<file path="src/rtl/serial_regif_pkg.sv">
package serial_regif_pkg;

  localparam logic [7:0] OFF_MODE  = 8'h00;
  localparam logic [7:0] OFF_CTRL  = 8'h08;
  localparam logic [7:0] OFF_TXD   = 8'h0C;
  localparam logic [7:0] OFF_STAT  = 8'h10;
  localparam logic [7:0] OFF_RXD   = 8'h14;
  localparam logic [7:0] OFF_PCTL  = 8'h20;

  // status bit positions seen by software
  localparam int SB_TEND = 6;
  localparam int SB_TDE  = 5;
  localparam int SB_BRK  = 4;
  localparam int SB_RXF  = 1;
  localparam int SB_DR   = 0;

  // control bit: transmitter enable
  localparam int CB_TXEN = 5;

  // internal flag vector indices
  localparam int FL_DR   = 0;
  localparam int FL_RXF  = 1;
  localparam int FL_BRK  = 2;
  localparam int FL_TDE  = 3;
  localparam int FL_TEND = 4;
  localparam int NFLAGS  = 5;

  localparam logic [7:0] CTRL_RESET = 8'h20;

  function automatic logic [7:0] mode_mask(input bit fifo_v);
    return fifo_v ? 8'h7B : 8'hFF;
  endfunction

  function automatic logic [7:0] ctrl_mask(input bit fifo_v);
    return fifo_v ? 8'hFB : 8'hFF;
  endfunction

endpackage

</file>
<file path="src/rtl/serial_rst_sync.sv">
module serial_rst_sync #(
  parameter int STAGES = 2
) (
  input  logic clk,
  input  logic rst_n,
  output logic rst_sync_n
);
  logic [STAGES-1:0] sh_q;

  always_ff @(posedge clk or negedge rst_n) begin
    if (!rst_n) sh_q <= '0;
    else        sh_q <= {sh_q[STAGES-2:0], 1'b1};
  end

  assign rst_sync_n = sh_q[STAGES-1];
endmodule

</file>
<file path="src/rtl/serial_addr_dec.sv">
module serial_addr_dec
  import serial_regif_pkg::*;
#(
  parameter int ADDR_W = 6
) (
  input  logic              sel,
  input  logic [ADDR_W-1:0] addr,
  output logic              hit_mode,
  output logic              hit_ctrl,
  output logic              hit_txd,
  output logic              hit_stat,
  output logic              hit_rxd,
  output logic              hit_pctl,
  output logic              miss
);
  always_comb begin
    hit_mode = sel && (addr == OFF_MODE[ADDR_W-1:0]);
    hit_ctrl = sel && (addr == OFF_CTRL[ADDR_W-1:0]);
    hit_txd  = sel && (addr == OFF_TXD[ADDR_W-1:0]);
    hit_stat = sel && (addr == OFF_STAT[ADDR_W-1:0]);
    hit_rxd  = sel && (addr == OFF_RXD[ADDR_W-1:0]);
    hit_pctl = sel && (addr == OFF_PCTL[ADDR_W-1:0]);
    miss     = sel && !(hit_mode || hit_ctrl || hit_txd ||
                        hit_stat || hit_rxd || hit_pctl);
  end
endmodule

</file>
<file path="src/rtl/serial_rx_fifo.sv">
module serial_rx_fifo #(
  parameter int DEPTH  = 16,
  parameter int DATA_W = 8
) (
  input  logic              clk,
  input  logic              rst_n,
  input  logic              push,
  input  logic [DATA_W-1:0] push_data,
  input  logic              pop,
  output logic [DATA_W-1:0] head,
  output logic              empty,
  output logic              full,
  output logic [$clog2(DEPTH+1)-1:0] count
);
  localparam int PTR_W = (DEPTH > 1) ? $clog2(DEPTH) : 1;
  localparam int CNT_W = $clog2(DEPTH+1);
  localparam logic [PTR_W-1:0] LAST = PTR_W'(DEPTH-1);

  logic [DATA_W-1:0] mem [DEPTH];
  logic [PTR_W-1:0]  wr_q, wr_d, rd_q, rd_d;
  logic [CNT_W-1:0]  cnt_q, cnt_d;
  logic              do_push, do_pop;

  assign empty   = (cnt_q == '0);
  assign full    = (cnt_q == CNT_W'(DEPTH));
  assign count   = cnt_q;
  assign do_push = push && !full;
  assign do_pop  = pop && !empty;
  assign head    = empty ? '0 : mem[rd_q];

  always_comb begin
    wr_d  = wr_q;
    rd_d  = rd_q;
    cnt_d = cnt_q;
    if (do_push) wr_d = (wr_q == LAST) ? '0 : wr_q + 1'b1;
    if (do_pop)  rd_d = (rd_q == LAST) ? '0 : rd_q + 1'b1;
    case ({do_push, do_pop})
      2'b10:   cnt_d = cnt_q + 1'b1;
      2'b01:   cnt_d = cnt_q - 1'b1;
      default: cnt_d = cnt_q;
    endcase
  end

  always_ff @(posedge clk or negedge rst_n) begin
    if (!rst_n) begin
      wr_q  <= '0;
      rd_q  <= '0;
      cnt_q <= '0;
    end else begin
      wr_q  <= wr_d;
      rd_q  <= rd_d;
      cnt_q <= cnt_d;
    end
  end

  // storage carries no reset; the write enable is the accepted push
  always_ff @(posedge clk) begin
    if (do_push) mem[wr_q] <= push_data;
  end
endmodule

</file>
<file path="src/rtl/serial_status_flags.sv">
module serial_status_flags
  import serial_regif_pkg::*;
(
  input  logic              clk,
  input  logic              rst_n,
  input  logic              stat_wr,
  input  logic              stat_rd,
  input  logic [7:0]        wdata,
  input  logic              txd_wr,
  input  logic              ctrl_wr,
  input  logic              tx_enabled,
  input  logic              brk_evt,
  input  logic              rx_nonempty,
  input  logic              rx_full,
  output logic [NFLAGS-1:0] flags,
  output logic [7:0]        stat_view
);
  logic [NFLAGS-1:0] fl_q, fl_d;
  logic              force_tx;

  assign force_tx = tx_enabled;

  always_comb begin
    fl_d = fl_q;
    if (stat_wr) begin
      if (!wdata[SB_TEND]) fl_d[FL_TEND] = 1'b0;
      if (!wdata[SB_TDE])  fl_d[FL_TDE]  = 1'b0;
      if (!wdata[SB_BRK])  fl_d[FL_BRK]  = 1'b0;
      if (!wdata[SB_RXF])  fl_d[FL_RXF]  = 1'b0;
      if (!wdata[SB_DR])   fl_d[FL_DR]   = 1'b0;
    end
    if (txd_wr) fl_d[FL_TDE] = 1'b0;
    if (ctrl_wr && !wdata[CB_TXEN]) fl_d[FL_TEND] = 1'b1;
    if (stat_rd && force_tx) begin
      fl_d[FL_TDE]  = 1'b1;
      fl_d[FL_TEND] = 1'b1;
    end
    if (brk_evt)     fl_d[FL_BRK] = 1'b1;
    if (rx_nonempty) fl_d[FL_DR]  = 1'b1;
    if (rx_full)     fl_d[FL_RXF] = 1'b1;
  end

  always_ff @(posedge clk or negedge rst_n) begin
    if (!rst_n) begin
      fl_q <= '0;
      fl_q[FL_TEND] <= 1'b1;
      fl_q[FL_TDE]  <= 1'b1;
    end else begin
      fl_q <= fl_d;
    end
  end

  always_comb begin
    stat_view          = '0;
    stat_view[SB_TEND] = fl_q[FL_TEND] | force_tx;
    stat_view[SB_TDE]  = fl_q[FL_TDE]  | force_tx;
    stat_view[SB_BRK]  = fl_q[FL_BRK];
    stat_view[SB_RXF]  = fl_q[FL_RXF];
    stat_view[SB_DR]   = fl_q[FL_DR];
  end

  assign flags = fl_q;
endmodule

</file>
<file path="src/rtl/serial_regif.sv">
module serial_regif
  import serial_regif_pkg::*;
#(
  parameter bit FIFO_VARIANT = 1'b1,
  parameter int RX_DEPTH     = 16,
  parameter int ADDR_W       = 6
) (
  input  logic              clk,
  input  logic              rst_n,
  input  logic              bus_sel,
  input  logic              bus_we,
  input  logic [ADDR_W-1:0] bus_addr,
  input  logic [7:0]        bus_wdata,
  output logic [7:0]        bus_rdata,
  output logic              bus_err,
  output logic              tx_valid,
  output logic [7:0]        tx_data,
  input  logic              rx_valid,
  input  logic [7:0]        rx_data,
  output logic              rx_ready,
  input  logic              rx_break
);
  localparam int CNT_W = $clog2(RX_DEPTH+1);

  logic rst_sync_n;
  logic hit_mode, hit_ctrl, hit_txd, hit_stat, hit_rxd, hit_pctl, miss;
  logic wr, rd;
  logic [7:0] mode_q, mode_d, ctrl_q, ctrl_d, pctl_q, pctl_d;
  logic       txv_q, txv_d, err_q, err_d;
  logic [7:0] txd_q, txd_d;
  logic [7:0] mmask, cmask;
  logic [7:0] rx_head;
  logic       rx_empty, rx_full;
  logic [CNT_W-1:0] rx_count;
  logic [NFLAGS-1:0] flag_q;
  logic [7:0] stat_view;

  serial_rst_sync #(.STAGES(2)) u_rst (
    .clk(clk), .rst_n(rst_n), .rst_sync_n(rst_sync_n)
  );

  serial_addr_dec #(.ADDR_W(ADDR_W)) u_dec (
    .sel(bus_sel), .addr(bus_addr),
    .hit_mode(hit_mode), .hit_ctrl(hit_ctrl), .hit_txd(hit_txd),
    .hit_stat(hit_stat), .hit_rxd(hit_rxd), .hit_pctl(hit_pctl),
    .miss(miss)
  );

  assign wr = bus_we;
  assign rd = !bus_we;

  generate
    if (FIFO_VARIANT) begin : g_fifo_masks
      assign mmask = mode_mask(1'b1);
      assign cmask = ctrl_mask(1'b1);
    end else begin : g_plain_masks
      assign mmask = mode_mask(1'b0);
      assign cmask = ctrl_mask(1'b0);
    end
  endgenerate

  serial_rx_fifo #(.DEPTH(RX_DEPTH), .DATA_W(8)) u_rxq (
    .clk(clk), .rst_n(rst_sync_n),
    .push(rx_valid), .push_data(rx_data),
    .pop(hit_rxd && rd),
    .head(rx_head), .empty(rx_empty), .full(rx_full), .count(rx_count)
  );

  assign rx_ready = !rx_full;

  serial_status_flags u_flags (
    .clk(clk), .rst_n(rst_sync_n),
    .stat_wr(hit_stat && wr), .stat_rd(hit_stat && rd),
    .wdata(bus_wdata),
    .txd_wr(hit_txd && wr), .ctrl_wr(hit_ctrl && wr),
    .tx_enabled(ctrl_q[CB_TXEN]),
    .brk_evt(rx_break), .rx_nonempty(!rx_empty), .rx_full(rx_full),
    .flags(flag_q), .stat_view(stat_view)
  );

  // next state
  always_comb begin
    mode_d = mode_q;
    ctrl_d = ctrl_q;
    pctl_d = pctl_q;
    txd_d  = txd_q;
    txv_d  = 1'b0;
    err_d  = miss;
    if (wr && hit_mode) mode_d = bus_wdata & mmask;
    if (wr && hit_ctrl) ctrl_d = bus_wdata & cmask;
    if (wr && hit_pctl) pctl_d = bus_wdata;
    if (wr && hit_txd) begin
      txd_d = bus_wdata;
      txv_d = 1'b1;
    end
  end

  always_ff @(posedge clk or negedge rst_sync_n) begin
    if (!rst_sync_n) begin
      mode_q <= '0;
      ctrl_q <= CTRL_RESET;
      pctl_q <= '0;
      txd_q  <= '0;
      txv_q  <= 1'b0;
      err_q  <= 1'b0;
    end else begin
      mode_q <= mode_d;
      ctrl_q <= ctrl_d;
      pctl_q <= pctl_d;
      txd_q  <= txd_d;
      txv_q  <= txv_d;
      err_q  <= err_d;
    end
  end

  // read mux
  always_comb begin
    bus_rdata = '0;
    if (rd) begin
      unique case (1'b1)
        hit_mode: bus_rdata = mode_q;
        hit_ctrl: bus_rdata = ctrl_q;
        hit_stat: bus_rdata = stat_view;
        hit_rxd:  bus_rdata = rx_head;
        hit_pctl: bus_rdata = pctl_q;
        default:  bus_rdata = '0;
      endcase
    end
  end

  assign tx_valid = txv_q;
  assign tx_data  = txd_q;
  assign bus_err  = err_q;
endmodule

</file>
<file path="config.mk">
export PLATFORM = sky130hd
export DESIGN_NAME = serial_regif
export DESIGN_NICKNAME = d
export VERILOG_FILES = /design/src/rtl/serial_regif_pkg.sv /design/src/rtl/serial_rst_sync.sv /design/src/rtl/serial_addr_dec.sv /design/src/rtl/serial_rx_fifo.sv /design/src/rtl/serial_status_flags.sv /design/src/rtl/serial_regif.sv
export SDC_FILE = /design/constraint.sdc
export NUM_CORES = 1
export LEC_CHECK = 0
export BUFFER_PORTS_ARGS = -buffer_cell sky130_fd_sc_hd__buf_4
export CAP_MARGIN = 15
export CORE_MARGIN = 8
export CORE_UTILIZATION = 50
export DETAILED_ROUTE_END_ITERATION = 12
export PLACE_DENSITY = 0.79
export SYNTH_ARGS = -nofsm -noshare
export SYNTH_HDL_FRONTEND = slang
export SYNTH_HIERARCHICAL = 1
export SYNTH_SLANG_ARGS = --single-unit
</file>
<file path="constraint.sdc">
create_clock -name clk -period 4 [get_ports clk]
set_input_delay 0.4 -clock clk [delete_from_list [all_inputs] [get_ports clk]]
set_output_delay 0.4 -clock clk [all_outputs]
set_load 0.02 [all_outputs]
</file>
[After elaboration in Yosys (flattened, before gate mapping)]
Memory sizes are Yosys's and may differ from the RTL's.
Cells that the tools add are included.
Word-level totals
  flip-flop bits (word level): 51
  memory bits (writable): 128
  input port bits: 28
  output and inout port bits: 19
  memories: 1
Memories
  u_rxq.mem: depth 16, bits a word 8, rd ports 1, clocked after memory_dff 0, write ports 1, line serial_rx_fifo.sv:19  | logic [DATA_W-1:0] mem [DEPTH];
Operators by class
  add/sub/neg operators: 4
  equality and inequality tests: 16
  muxes and demuxes: 21
  bitwise gates (word level): 2
  reductions and logical operators: 40
Operators with widths (number)
  $pmux 8 s5: 1
  $logic_and 1x1->1: 18
  $mux 8: 2
  $mux 1: 13
  $eq 6x4->1 const B: 2
  $eq 6x5->1 const B: 2
  $pmux 5 s2: 1
  $reduce_and 2->1: 5
  $add 4x1->4 const B: 2
  $eq 4x4->1 const B: 2
  $mux 4: 2
  $eq 6x6->1 const B: 1
  $logic_not 6->1: 1
  $ne 2x1->1 const B: 3
  $ne 3x1->1 const B: 2
  $reduce_bool 2->1: 3
  $reduce_bool 3->1: 2
  $add 5x1->5 const B: 1
  $eq 5x5->1 const B: 1
  $logic_not 1->1: 5
  $logic_not 5->1: 1
  $logic_or 1x1->1: 5
  $mux 5: 1
  $sub 5x1->5 const B: 1
  other kinds (5): 6

[Longest topological paths before layout]
  depth after elaboration: 9
  mapped depth: 14
  gate-level depth less buffers: 12

[Modules after synthesis]
Netlist, hierarchy kept.
Modules (own cells, without submodules)
  serial_rx_fifo: instances 1, cells an instance 310, area an instance 5886.9 sq um, seq. area each 4169.0 sq um
  serial_regif: instances 1, cells an instance 102, area an instance 1385.1 sq um, seq. area each 777.0 sq um
  serial_status_flags: instances 1, cells an instance 26, area an instance 272.8 sq um, seq. area each 127.6 sq um
  serial_addr_dec: instances 1, cells an instance 15, area an instance 117.6 sq um, seq. area each 0.0 sq um
  serial_rst_sync: instances 1, cells an instance 3, area an instance 53.8 sq um, seq. area each 50.0 sq um

[Worst setup path after synthesis]
OpenSTA, ideal clock, no wires.
  path type: input port to flip-flop
  start point: input bus_addr[1]
  end point: register u_rxq.cnt_q[4] (netlist: u_rxq/count[4])
  library setup time: 0.080 ns
  arrival: 2.625 ns
  data required time: 3.920 ns
  slack: 1.295 ns
  stages: 13
  buffers on the path: 2
  cell sequence: nor4b_4 and4b_1 buf_6 nor2b_1 o21ai_4 inv_1 ha_1 clkbuf_1 xor2_1 ha_1 nor4_1 o31ai_1 xnor2_1
Between the ends
  longest elaborated chain between the ends: 6
Ends and longest elaborated chain
  from (decl): line serial_regif.sv:12  | input logic [ADDR_W-1:0] bus_addr,
  $eq 6x5->1 (*): line serial_addr_dec.sv:21  | hit_rxd = sel && (addr == OFF_RXD[ADDR_W-1:0]);
  $logic_and 1x1->1 (*): line serial_addr_dec.sv:21
  via hit_rxd: line serial_regif.sv:26  | logic hit_mode, hit_ctrl, hit_txd, hit_stat, hit_rxd, hit_pctl, miss;
  $logic_and 1x1->1 (*): line serial_regif.sv:65  | .pop(hit_rxd && rd),
  $logic_and 1x1->1 (*): line serial_rx_fifo.sv:28  | assign do_pop = pop && !empty;
  via u_rxq.do_pop: line serial_rx_fifo.sv:22  | logic do_push, do_pop;
  $eq 2x1->1 or $eq 2x2->1 (tied branches): line serial_rx_fifo.sv:37  | case ({do_push, do_pop})
  $pmux 5 s2 or $reduce_bool 2->1 (tied branches)
  to (signal assigned): line serial_rx_fifo.sv:52  | cnt_q <= cnt_d;
  to (decl): line serial_rx_fifo.sv:21  | logic [CNT_W-1:0] cnt_q, cnt_d;
The timed path passes the listed nets; every way through them passes the cells marked *.
A chain may end at the register's enable or synchronous reset.

[Final worst setup path]
  start point: register u_rxq.rd_q[0]
  end point: output bus_rdata[1]
Between the ends
  longest elaborated chain between the ends: 4
Ends and longest elaborated chain
  from (decl): line serial_rx_fifo.sv:20  | logic [PTR_W-1:0] wr_q, wr_d, rd_q, rd_d;
  from (signal assigned): line serial_rx_fifo.sv:51  | rd_q <= rd_d;
  $mem_v2 16x8
  $mux 8: line serial_rx_fifo.sv:29  | assign head = empty ? '0 : mem[rd_q];
  via rx_head[1]: line serial_regif.sv:32  | logic [7:0] rx_head;
  $pmux 8 s5: line serial_regif.sv:120  | unique case (1'b1)
  $mux 8: line serial_regif.sv:119  | if (rd) begin
  to (decl): line serial_regif.sv:14  | output logic [7:0] bus_rdata,
The timed path passes the listed nets, and every way through them passes these cells.

==> flow_summary.toml <==
[run_status]
run_status = "complete, no violations"

[finish]
diodes = 0
final_cells = 705
regArea_um2 = 5130
fin_util = 0.577
layout_commonest_cell = "edfxtp_1"
fillers = 1114
nets = 540
drive_above_1_share = 0.294
multi_input_area_um2 = 2340
final_cell_mix = "128 x edfxtp_1, 53 x buf_4, 46 x dfrtp_1, 31 x mux2_2, 18 x mux4_2"
syn_to_final_growth_pct = 13.3

[placed_design]
port_buffers = 46
dp.cells = 672
dpl_worst_slack_ns = 0.737
hpwlAfterDp_um = 9960
gp_congestion = 0.822

[logic_synthesis]
yosys_warnings = 6
synth_ff_type = "edfxtp_1"
synthCells = 456
synth_cell_types = 49
synth_top_area_cell = "edfxtp_1"
syn_area_um2 = 7720
async_flop_share = 0.285
synth_area_leaders = "edfxtp_1 50%, dfrtp_1 16%, mux4_2 5.3%"
synth_seq_cells = 179
synth_top_area_share = 0.498
synth-edff-count = 128
avgSynthCellArea_um2 = 16.9
yosysSeqAreaShare = 0.664

[setup_path]
slowest_delay_ns = 0.72
cp_slowest_cell = "dfrtp_2"
criticalPathCategory = "reg -> out"
cp.arrival_ns = 3.24
worstSetupStartpoint = "u_rxq/rd_q[0]"
timing.rr.start = "u_rxq/count[1]"
crit_buf_inv = 1
crit_top_cell = "a211oi_1"
critPathMaxFanout = 21
worstPathRequired_ns = 3.60
cp_cell_sequence = "mux4_1 > nor2b_1 > a211oi_1 > a211oi_1 > a222oi_1 > a21oi_1 > buf_4"
cp-start-kind = "flip-flop"
critPathCaptureType = "output port"
r2r_cells = 9
regToRegSetupSlack_ns = 1.14
r2r_end = "u_rxq/count[4]"
cp_top_family = "compound AO/OA/AOI/OAI gates"

[detailed_routing]
wire_per_inst_um = 21.1
firstDrtPassIters = 7
wl_um = 14900
drcViolationCount = 0
via_per_inst = 5.92
vias = 4174
drtIter0Drc = 314
antenna_violating_nets_post_route = 0

[global_routing]
grt_start_max_net_pins = 50
grt_pass1_vias = 4392
grtUsageTotal = 0.159
gr-total-overflow = 0
grt_pass1_wl_um = 24000
antenna_found_initial = 0

[sta]
rsz0062_at_grt = "false"
min_period_ns = 3.64
fin_ws_ns = 0.364
fin_skew_ns = 0.0103
slew_headroom = 0.422
hold_viol = 0
fin_tns_setup_ns = 0
slew_viol_final = 0
worst_pin_slew_ns = 0.864
fmax_mhz = 275
setup_viol = 0
post-route-period-util = 0.909

[clock_tree]
cts_root_buf = "clkbuf_16"
clkTransAtPathRegs_ns = 0.07
post_cts_buffers = 0
cts_hold_buf = 1
clk_latency_ns = 0.43
cts_max_level = 4
cts_tree = "built"
cts_sinks = 179
numCtsBuffers = 17
clockBufferDepth = 2
cts-resized-gates = 0

[job]
maxCapViolCount = 0

[die]
num_rows = 45
die_area_um2 = 19700
die_width_um = 140
start_util = 0.509
core-area_um2 = 15100
ioPinCount = 47
die_height_um = 140

[hold_path]
hp-class = "in -> reg"
min_from = "rx_break"
whs_endpoint = "u_flags/flags[2]"
whs_path_depth = 2

[power_and_ir_drop]
net-switching-power_mw = 1.24
p_clk_frac = 0.352
powerDensity_nw_per_um2 = 518
peakVddDrop_mv = 0.328
combinationalPowerShare = 0.132
p_seq_frac = 0.515
p_leak_nw = 3.20
p_int_mw = 3.29
switching_share = 0.273
==> final cells by class <==
cell class | instances | share of cell area
repair buffers | 58 | 0.0490
clock buffers | 17 | 0.0487
multi-input cells | 236 | 0.268
inverters | 12 | 0.00515
well taps | 188 | 0.0269
clock inverters | 15 | 0.0162
flip-flops and latches | 179 | 0.586
==> worst register-to-register path, delay by kind of cell, from the launching register on <==
family                   cells  cell delay [ns]
XOR/XNOR                     2             0.34
flip-flops                   1             0.48
adder cells (fa/ha/maj)      2             0.56
AND/OR/NAND/NOR              2             0.86
buffers and inverters        1             0.10
AO/OA/AOI/OAI                2             0.42
==> logic make-up after synthesis <==
kind of cell | share of synthesized area
AOI/OAI and AO/OA | 0.0645
xor gates and xnor gates | 0.0114
adders and majority gates | 0.0130
buffers and inverters | 0.0337
DFF | 0.664
muxes | 0.156
other | 0.000973
and+or+nand+nor | 0.0566
==> power by group through the flow <==
stage | Sequential, mW | Clock (mW) | Combinational [mW]
finish | 2.34 | 1.60 | 0.599
global route | 2.36 | 1.69 | 0.657
floorplan | 2.31 | 0 | 0.487
CTS | 2.33 | 1.62 | 0.604
global placement | 2.35 | 0 | 0.564
detailed placement | 2.37 | 0 | 0.597
==> how the worst max path moves through the flow <==
stage               slack (ns)  cells past startpoint        endpoint
floorplan                 1.29                     13  u_rxq/count[4]
global placement          0.88                     12  u_rxq/count[4]
detailed placement        0.74                     12  u_rxq/count[4]
CTS                       0.37                      7    bus_rdata[6]
global route              0.24                      7    bus_rdata[4]
finish                    0.36                      7    bus_rdata[1]
==> Yosys cell counts (2+ instances only) <==
master and number:
nor3_1 8, nand2_1 12, mux4_2 18, a222oi_1 7
and2_1 5, buf_1 2, inv_1 12, buf_2 8
conb_1 2, dfstp_2 3, nor2_1 17, or2_2 2
o31ai_1 2, a21oi_1 13, edfxtp_1 128, mux2_2 31
or4_4 2, dfrtp_1 48, mux2i_1 8, xnor2_1 4
xor2_1 6, mux4_1 14, nor2b_1 12, nand2b_1 7
o21ai_0 5, a21o_1 5, a211oi_1 17, buf_12 2
a22oi_1 8, nor4_1 2, ha_1 8, buf_4 9
buf_6 3, clkbuf_1 7, nand3_1 5
==> metrics by stage <==
step	total power, mW	hold WS [ns]	instance area (um2)
2_1_floorplan	2.79	0.104	7720
3_3_place_gp	2.91	0.183	8140
3_5_place_dp	2.97	0.186	8160
4_1_cts	4.56	0.130	8740
5_1_grt	4.71	0.139	8740
6_report	4.53	0.150	8740
==> per-layer routing <==
metal,up-vias,wire [um],part of all wire,GRT usage
met3,18,973,0.065,0.0384
met2,156,7540,0.51,0.268
met4,0,196,0.013,0.0611
met1,2116,6190,0.42,0.194
met5,-,0,0,0
li1,1884,-,-,-
==> flip-flops by register name, indices dropped and copies added, names as in the netlist <==
| name | cells |
|---|---|
| tx_data | 8 |
| ctrl_q | 7 |
| mode_q | 6 |
| u_rst/sh_q | 2 |
| u_rxq/rd_q | 4 |
| u_flags/flags | 5 |
| pctl_q | 8 |
| bus_err | 1 |
| u_rxq/mem | 128 |
| u_rxq/wr_q | 4 |
| tx_valid | 1 |
| u_rxq/count | 5 |
Note: power is estimated with default switching activity, not from simulation.
